`config.mk`:
```
export PLATFORM = sky130hd
export DESIGN_NAME = rtc_core
export DESIGN_NICKNAME = d
export VERILOG_FILES = /design/src/rtl/rtc_pkg.sv /design/src/rtl/rtc_prescale.sv /design/src/rtl/rtc_timekeep.sv /design/src/rtl/rtc_alarm.sv /design/src/rtl/rtc_core.sv
export SDC_FILE = /design/constraint.sdc
export NUM_CORES = 1
export LEC_CHECK = 0
export ABC_AREA = 1
export BUFFER_PORTS_ARGS = -buffer_cell sky130_fd_sc_hd__clkbuf_2
export CAP_MARGIN = 15
export CORE_ASPECT_RATIO = 1.4
export CORE_MARGIN = 10
export CORE_UTILIZATION = 50
export CTS_CLUSTER_SIZE = 12
export DETAILED_ROUTE_END_ITERATION = 7
export GPL_TIMING_DRIVEN = 0
export PLACE_DENSITY = 0.67
export SYNTH_ARGS = -nofsm -noshare
export SYNTH_HDL_FRONTEND = slang
export SYNTH_SLANG_ARGS = --single-unit
export TNS_END_PERCENT = 10
```
`constraint.sdc`:
```
create_clock -name clk -period 5.35 [get_ports clk]
set_clock_uncertainty 0.1 [all_clocks]
set_input_delay 0.2675 -clock clk [delete_from_list [all_inputs] [get_ports clk]]
set_output_delay 0.2675 -clock clk [all_outputs]
set_load 0.01 [all_outputs]
```
`src/rtl/rtc_pkg.sv`:
```
package rtc_pkg;

  localparam int AW = 4;
  localparam int DW = 8;

  typedef logic [DW-1:0] byte_t;
  typedef logic [AW-1:0] addr_t;

  // register addresses
  localparam addr_t A_SEC  = 4'd0;
  localparam addr_t A_MIN  = 4'd1;
  localparam addr_t A_HOUR = 4'd2;
  localparam addr_t A_DOW  = 4'd3;
  localparam addr_t A_DATE = 4'd4;
  localparam addr_t A_MON  = 4'd5;
  localparam addr_t A_YEAR = 4'd6;
  localparam addr_t A_ALM0 = 4'd7;
  localparam addr_t A_ALM3 = 4'd10;
  localparam addr_t A_CTRL = 4'd11;
  localparam addr_t A_STAT = 4'd12;

  localparam int N_ALM = 4;

  // storage masks
  localparam byte_t M_SEC  = 8'h7F;
  localparam byte_t M_MIN  = 8'h7F;
  localparam byte_t M_HOUR = 8'h7F;
  localparam byte_t M_DOW  = 8'h07;
  localparam byte_t M_DATE = 8'h3F;
  localparam byte_t M_MON  = 8'h1F;
  localparam byte_t M_YEAR = 8'hFF;
  localparam byte_t M_ALM  = 8'hFF;
  localparam byte_t M_ADAY = 8'h87;

  // BCD increment of a two-digit value
  function automatic byte_t bcd_inc(input byte_t v);
    byte_t r;
    if (v[3:0] == 4'd9) r = {v[7:4] + 4'd1, 4'h0};
    else                r = v + 8'd1;
    return r;
  endfunction

  // year in BCD divisible by 4: (10*tens + ones) mod 4 == (2*tens + ones) mod 4
  function automatic logic bcd_leap(input byte_t y);
    logic [4:0] s;
    s = {y[7:4], 1'b0} + {1'b0, y[3:0]};
    return (s[1:0] == 2'b00);
  endfunction

  // last date of a month, BCD
  function automatic byte_t month_last(input byte_t m, input logic leap);
    byte_t r;
    case (m)
      8'h02:                      r = leap ? 8'h29 : 8'h28;
      8'h04, 8'h06, 8'h09, 8'h11: r = 8'h30;
      default:                    r = 8'h31;
    endcase
    return r;
  endfunction

endpackage

```
`src/rtl/rtc_prescale.sv`:
```
module rtc_prescale #(
  parameter int PRESCALE = 32768
) (
  input  logic clk,
  input  logic rst,
  input  logic run,
  input  logic ref_tick,
  output logic tick_o
);

  localparam int CW = (PRESCALE > 2) ? $clog2(PRESCALE) : 1;
  localparam logic [CW-1:0] LAST = CW'(PRESCALE - 1);

  logic [CW-1:0] cnt_q;

  always_ff @(posedge clk) begin
    if (rst || !run) begin
      cnt_q  <= '0;
      tick_o <= 1'b0;
    end else begin
      tick_o <= 1'b0;
      if (ref_tick) begin
        if (cnt_q == LAST) begin
          cnt_q  <= '0;
          tick_o <= 1'b1;
        end else begin
          cnt_q <= cnt_q + 1'b1;
        end
      end
    end
  end

endmodule

```
`src/rtl/rtc_timekeep.sv`:
```
module rtc_timekeep
  import rtc_pkg::*;
(
  input  logic  clk,
  input  logic  rst,
  input  logic  tick,
  input  logic  wr_en,
  input  addr_t addr,
  input  byte_t wdata,
  output byte_t sec_o,
  output byte_t min_o,
  output byte_t hour_o,
  output byte_t dow_o,
  output byte_t date_o,
  output byte_t mon_o,
  output byte_t year_o,
  output logic  upd_o
);

  byte_t sec_q, min_q, hour_q, dow_q, date_q, mon_q, year_q;
  byte_t sec_nx, min_nx, hour_nx, dow_nx, date_nx, mon_nx, year_nx;
  byte_t h_bcd, h_inc;
  logic  sec_wrap, min_wrap, hour_wrap, date_wrap, mon_wrap;
  logic  en_min, en_hour, en_day, en_mon, en_year;

  // seconds and minutes
  always_comb begin
    sec_wrap = (sec_q == 8'h59);
    sec_nx   = sec_wrap ? 8'h00 : bcd_inc(sec_q);
    min_wrap = (min_q == 8'h59);
    min_nx   = min_wrap ? 8'h00 : bcd_inc(min_q);
  end

  // hours, both formats
  always_comb begin
    hour_nx   = hour_q;
    hour_wrap = 1'b0;
    if (hour_q[6]) begin
      h_bcd = {3'b000, hour_q[4:0]};
      h_inc = bcd_inc(h_bcd);
      if (h_bcd == 8'h12) begin
        hour_nx = {2'b01, hour_q[5], 5'h01};
      end else if (h_bcd == 8'h11) begin
        hour_nx   = {2'b01, ~hour_q[5], 5'h12};
        hour_wrap = hour_q[5];
      end else begin
        hour_nx = {2'b01, hour_q[5], h_inc[4:0]};
      end
    end else begin
      h_bcd = {2'b00, hour_q[5:0]};
      h_inc = bcd_inc(h_bcd);
      if (h_bcd == 8'h23) begin
        hour_nx   = 8'h00;
        hour_wrap = 1'b1;
      end else begin
        hour_nx = h_inc;
      end
    end
  end

  // calendar
  always_comb begin
    dow_nx    = (dow_q == 8'h07) ? 8'h01 : dow_q + 8'd1;
    date_wrap = (date_q == month_last(mon_q, bcd_leap(year_q)));
    date_nx   = date_wrap ? 8'h01 : bcd_inc(date_q);
    mon_wrap  = (mon_q == 8'h12);
    mon_nx    = mon_wrap ? 8'h01 : bcd_inc(mon_q);
    year_nx   = (year_q == 8'h99) ? 8'h00 : bcd_inc(year_q);
  end

  // carry chain enables
  always_comb begin
    en_min  = tick && sec_wrap;
    en_hour = en_min && min_wrap;
    en_day  = en_hour && hour_wrap;
    en_mon  = en_day && date_wrap;
    en_year = en_mon && mon_wrap;
  end

  function automatic logic hit(input addr_t a);
    return wr_en && (addr == a);
  endfunction

  always_ff @(posedge clk) begin
    if (rst) begin
      sec_q  <= 8'h00;
      min_q  <= 8'h00;
      hour_q <= 8'h00;
      dow_q  <= 8'h01;
      date_q <= 8'h01;
      mon_q  <= 8'h01;
      year_q <= 8'h00;
      upd_o  <= 1'b0;
    end else begin
      upd_o <= tick;
      if (hit(A_SEC))       sec_q  <= wdata & M_SEC;
      else if (tick)        sec_q  <= sec_nx;
      if (hit(A_MIN))       min_q  <= wdata & M_MIN;
      else if (en_min)      min_q  <= min_nx;
      if (hit(A_HOUR))      hour_q <= wdata & M_HOUR;
      else if (en_hour)     hour_q <= hour_nx;
      if (hit(A_DOW))       dow_q  <= wdata & M_DOW;
      else if (en_day)      dow_q  <= dow_nx;
      if (hit(A_DATE))      date_q <= wdata & M_DATE;
      else if (en_day)      date_q <= date_nx;
      if (hit(A_MON))       mon_q  <= wdata & M_MON;
      else if (en_mon)      mon_q  <= mon_nx;
      if (hit(A_YEAR))      year_q <= wdata & M_YEAR;
      else if (en_year)     year_q <= year_nx;
    end
  end

  assign sec_o  = sec_q;
  assign min_o  = min_q;
  assign hour_o = hour_q;
  assign dow_o  = dow_q;
  assign date_o = date_q;
  assign mon_o  = mon_q;
  assign year_o = year_q;

endmodule

```
`src/rtl/rtc_alarm.sv`:
```
module rtc_alarm
  import rtc_pkg::*;
(
  input  logic  clk,
  input  logic  rst,
  input  logic  upd,
  input  logic  wr_ok,
  input  logic  access,
  input  addr_t addr,
  input  byte_t wdata,
  input  byte_t sec,
  input  byte_t min,
  input  byte_t hour,
  input  byte_t dow,
  input  logic  aie,
  output logic [N_ALM-1:0][DW-1:0] alm_o,
  output logic  irqf_o,
  output logic  set_o,
  output logic  irq_o
);

  byte_t               alm_q [N_ALM];
  byte_t               cur   [N_ALM];
  logic  [N_ALM-1:0]   field_ok;

  assign cur[0] = sec;
  assign cur[1] = min;
  assign cur[2] = hour;
  assign cur[3] = dow;

  for (genvar gi = 0; gi < N_ALM; gi++) begin : g_fld
    localparam addr_t MY_ADDR = AW'(int'(A_ALM0) + gi);
    localparam byte_t MY_MASK = (gi == N_ALM - 1) ? M_ADAY : M_ALM;

    always_ff @(posedge clk) begin
      if (rst)                               alm_q[gi] <= 8'h00;
      else if (wr_ok && (addr == MY_ADDR))   alm_q[gi] <= wdata & MY_MASK;
    end

    assign field_ok[gi] = alm_q[gi][7] || (alm_q[gi][6:0] == cur[gi][6:0]);
    assign alm_o[gi]    = alm_q[gi];
  end

  assign set_o = upd && (&field_ok);

  always_ff @(posedge clk) begin
    if (rst) begin
      irqf_o <= 1'b0;
      irq_o  <= 1'b0;
    end else begin
      if (set_o)       irqf_o <= 1'b1;
      else if (access) irqf_o <= 1'b0;
      irq_o <= irqf_o && aie;
    end
  end

endmodule

```
`src/rtl/rtc_core.sv`:
```
module rtc_core
  import rtc_pkg::*;
#(
  parameter int PRESCALE = 32768
) (
  input  logic       clk,
  input  logic       rst,
  input  logic       ref_tick,
  input  logic       wr_en,
  input  logic       rd_en,
  input  logic [3:0] addr,
  input  logic [7:0] wdata,
  output logic [7:0] rdata,
  output logic       irq_out
);

  logic  osc_stop_q, wp_q, aie_q;
  logic  sec_tick, upd_w;
  logic  wr_ok, alm_sel, alm_acc_w;
  logic  irqf_w, set_evt_w;
  byte_t sec_w, min_w, hour_w, dow_w, date_w, mon_w, year_w;
  logic [N_ALM-1:0][DW-1:0] alm_w;
  byte_t rd_mux;

  assign wr_ok     = wr_en && !wp_q;
  assign alm_sel   = (addr >= A_ALM0) && (addr <= A_ALM3);
  assign alm_acc_w = alm_sel && (rd_en || wr_en);

  // control register
  always_ff @(posedge clk) begin
    if (rst) begin
      osc_stop_q <= 1'b1;
      wp_q       <= 1'b0;
      aie_q      <= 1'b0;
    end else if (wr_en && addr == A_CTRL) begin
      osc_stop_q <= wdata[7];
      wp_q       <= wdata[6];
      aie_q      <= wdata[0];
    end
  end

  rtc_prescale #(.PRESCALE(PRESCALE)) u_pre (
    .clk      (clk),
    .rst      (rst),
    .run      (!osc_stop_q),
    .ref_tick (ref_tick),
    .tick_o   (sec_tick)
  );

  rtc_timekeep u_tk (
    .clk    (clk),
    .rst    (rst),
    .tick   (sec_tick),
    .wr_en  (wr_ok),
    .addr   (addr),
    .wdata  (wdata),
    .sec_o  (sec_w),
    .min_o  (min_w),
    .hour_o (hour_w),
    .dow_o  (dow_w),
    .date_o (date_w),
    .mon_o  (mon_w),
    .year_o (year_w),
    .upd_o  (upd_w)
  );

  rtc_alarm u_alm (
    .clk    (clk),
    .rst    (rst),
    .upd    (upd_w),
    .wr_ok  (wr_ok),
    .access (alm_acc_w),
    .addr   (addr),
    .wdata  (wdata),
    .sec    (sec_w),
    .min    (min_w),
    .hour   (hour_w),
    .dow    (dow_w),
    .aie    (aie_q),
    .alm_o  (alm_w),
    .irqf_o (irqf_w),
    .set_o  (set_evt_w),
    .irq_o  (irq_out)
  );

  // read mux
  always_comb begin
    case (addr)
      A_SEC:   rd_mux = sec_w;
      A_MIN:   rd_mux = min_w;
      A_HOUR:  rd_mux = hour_w;
      A_DOW:   rd_mux = dow_w;
      A_DATE:  rd_mux = date_w;
      A_MON:   rd_mux = mon_w;
      A_YEAR:  rd_mux = year_w;
      4'd7:    rd_mux = alm_w[0];
      4'd8:    rd_mux = alm_w[1];
      4'd9:    rd_mux = alm_w[2];
      4'd10:   rd_mux = alm_w[3];
      A_CTRL:  rd_mux = {osc_stop_q, wp_q, 5'b00000, aie_q};
      A_STAT:  rd_mux = {7'b0000000, irqf_w};
      default: rd_mux = 8'h00;
    endcase
  end

  always_ff @(posedge clk) begin
    if (rst)        rdata <= 8'h00;
    else if (rd_en) rdata <= rd_mux;
  end

endmodule

```
==> impl_metrics.py <==
metrics = {
    "yosys": {
        "ys.flop_type": "dfxtp_1",
        "yosys-top-cells-count": "nand2_1 (197), inv_1 (129), nor2_1 (129), dfxtp_1 (85), a21oi_1 (66)",
        "avgSynthCellArea_sq_um": 7.02,
        "seq_area_frac_synth": 0.360,
        "async_flop_share": 0,
        "synth_most_common_cell": "nand2_1",
        "synth_nets": 1044,
        "syn_area_sq_um": 7060,
        "synth-edff-count": 28,
        "yosys.area.top_type": "dfxtp_1",
        "synth_cells": 1005,
        "synth_area_leaders": "dfxtp_1 (24%), edfxtp_1 (12%), nand2_1 (10%)",
        "yosys_warnings": 0,
        "synth-seq-cells": 113,
        "synthDistinctLibCells": 46,
        "synthDominantCellAreaShare": 0.241,
    },
    "placed_design": {
        "numPortBuffers": 23,
        "postPlaceCellArea_sq_um": 7410,
        "gp_congestion": 0.976,
        "pre_cts_ws_ns": 2.76,
        "placed_cells": 1213,
        "dpl.hpwl_um": 16900,
    },
    "timing": {
        "grt_setup_unrepaired": "false",
        "final_max_slew_viol_count": 0,
        "fmax_ghz": 0.403,
        "setup_viol": 0,
        "layout_min_cycle_time_ns": 2.48,
        "fin_crit_sh": 0.463,
        "setup_tns_ns": 0,
        "slew_headroom": 0.273,
        "tightest_slew_ns": 1.08,
        "layout_setup_ws_ns": 2.87,
        "hold_slack_ns": 0.0163,
        "final-hold-violation-count": 0,
    },
    "floorplan": {
        "rows": 51,
        "ios": 26,
        "fp.dieW_um": 120,
        "start_util": 0.507,
        "die_h_um": 161,
        "die-area_sq_um": 19300,
        "core_sq_um": 13900,
    },
    "pwr": {
        "p_int_mw": 1.66,
        "p_per_area_nw_per_um2": 274,
        "total_leakage_power_nw": 3.35,
        "power_frac_comb": 0.064,
        "peakVddDrop_mv": 0.200,
        "p_seq_frac": 0.419,
        "power.share.clock": 0.517,
        "p_switching_mw": 0.530,
        "switching_share": 0.242,
    },
    "cts": {
        "hold_buffers": 0,
        "numCtsBuffers": 17,
        "postCtsSetupBuffers": 0,
        "h-tree-depth": 4,
        "cts_tree": "done",
        "cts_sinks": 113,
        "root_buffer": "clkbuf_16",
        "path_clk_slew_ns": 0.06,
        "cts.repair.resized": 0,
        "worstSkewPairLatency_ns": 0.43,
        "cts_max_path_buffers": 2,
    },
    "detailed_routing": {
        "drc": 0,
        "wl_per_cell_um": 18.1,
        "num_vias": 7079,
        "first_pass_iters": 5,
        "drt_wl_total_um": 22600,
        "vias_per_cell": 5.69,
        "ant_nets": 0,
        "drtIter0Drc": 638,
    },
    "global_routing": {
        "overflow": 0,
        "grt_usage": 0.235,
        "grt_max_degree": 17,
        "grt_pass1_vias": 6843,
        "grt_pass1_wl_um": 35700,
        "grt_antenna_before_repair": 0,
    },
    "finish": {
        "fin_cells": 1245,
        "diodes": 0,
        "area_growth_pct": 13.1,
        "n_fill_cell": 1424,
        "fin_area_sq_um": 7980,
        "layout-drive-gt1-share": 0.0943,
        "nets": 1086,
    },
    "setup_path": {
        "critPathKind": "register to register",
        "required_ns": 5.56,
        "worstPathCellList": "ha_1, nand3_4, nor2_4, nand3_2, inv_2, nand3_4, clkinv_4, nand3_4, buf_6, a21oi_1, nor2_1",
        "cp_max_fo": 10,
        "endpoint_kind": "register",
        "critical_path_arrival_ns": 2.69,
        "worstSetupStartpointType": "register",
        "cpMostUsedCell": "nand3_4",
        "cp_slowest_cell": "dfxtp_1",
        "slowest_delay_ns": 0.53,
    },
    "outcome": {
        "status": "completed",
    },
    "flow_run": {
        "max-cap-violations": 0,
    },
    "worst_hold_path": {
        "holdCritPathClass": "input pin to register",
    },
}
path summary, 6_finish.rpt:
kind                                       end     startpoint  slack [ns]  cells past startpoint
worst max-delay path            u_tk.year_o[1]  u_tk.sec_o[0]        2.87                     11
worst min-delay path             u_tk.min_o[5]       wdata[5]        0.02                      3
worst max register to register  u_tk.year_o[1]  u_tk.sec_o[0]        2.87                     11
worst min register to register        rdata[0]       rdata[0]        0.36                      2
routing by layer:
metal	up-vias	track usage	share of wire
met5	-	0	0
met4	0	0.160	0.061
met3	85	0.0526	0.071
met2	306	0.378	0.46
met1	3217	0.271	0.40
li1	3471	-	-
stage by stage:
step            util  power [mW]
6_report       0.574        2.19
4_1_cts        0.574        2.19
3_3_place_gp   0.532        1.07
5_1_grt        0.574        2.24
3_5_place_dp   0.532        1.07
2_1_floorplan      -        1.01
critical path: cells and delay by family, from the launching register on:
family,cells,cell delay [ns]
compound gates,1,0.18
fa+ha+maj,1,0.27
buf+inv,3,0.46
flops,1,0.53
simple gates,6,0.81
cell type report:
| cell class | count | area, sq um | area share |
|---|---|---|---|
| clock inverter | 13 | 144 | 0.0180 |
| multi-input combinational | 728 | 3870 | 0.485 |
| buffer | 17 | 85.1 | 0.0107 |
| inverter | 147 | 557 | 0.0697 |
| clock buffer | 19 | 433 | 0.0542 |
| sequential | 113 | 2540 | 0.318 |
| timing repair buffer | 23 | 115 | 0.0144 |
| tap | 185 | 231 | 0.0290 |
registers in the layout, indices dropped and copies added, names as in the netlist:
signal,flops
u_alm.alm_q,28
u_pre.cnt_q,15
rdata,8
u_tk.date_o,8
u_tk.dow_o,8
u_tk.min_o,8
u_tk.mon_o,8
u_tk.sec_o,8
u_tk.year_o,8
u_tk.hour_o,7
aie_q,1
osc_stop_q,1
u_alm.irq_o,1
u_alm.irqf_o,1
u_pre.tick_o,1
u_tk.upd_o,1
wp_q,1
cell usage in the layout (no fill, tap or decap), types with 27 or more instances in the layout:
master    Yosys  final
xor2_1       27     27
nand3_1      65     65
dfxtp_1      85     85
a21oi_1      66     66
o21ai_0      49     49
edfxtp_1     28     28
inv_1       129    129
nand2_1     197    197
nor2_1      129    129
o22ai_1      31     31
cell families after synthesis:
family	share of synthesized area
AND/OR/NAND/NOR	0.299
AO/OA/AOI/OAI	0.166
buffers and inverters	0.0909
flip-flops	0.360
XOR/XNOR	0.0447
adder cells (fa/ha/maj)	0.0390
power groups by stage:
stage	combinational [mW]	sequential, mW	clock, mW
global placement	0.137	0.933	0
finish	0.141	0.916	1.13
floorplan	0.0838	0.928	0
global route	0.153	0.918	1.17
CTS	0.137	0.916	1.14
detailed placement	0.137	0.933	0
(Power assumes the default switching activity.)
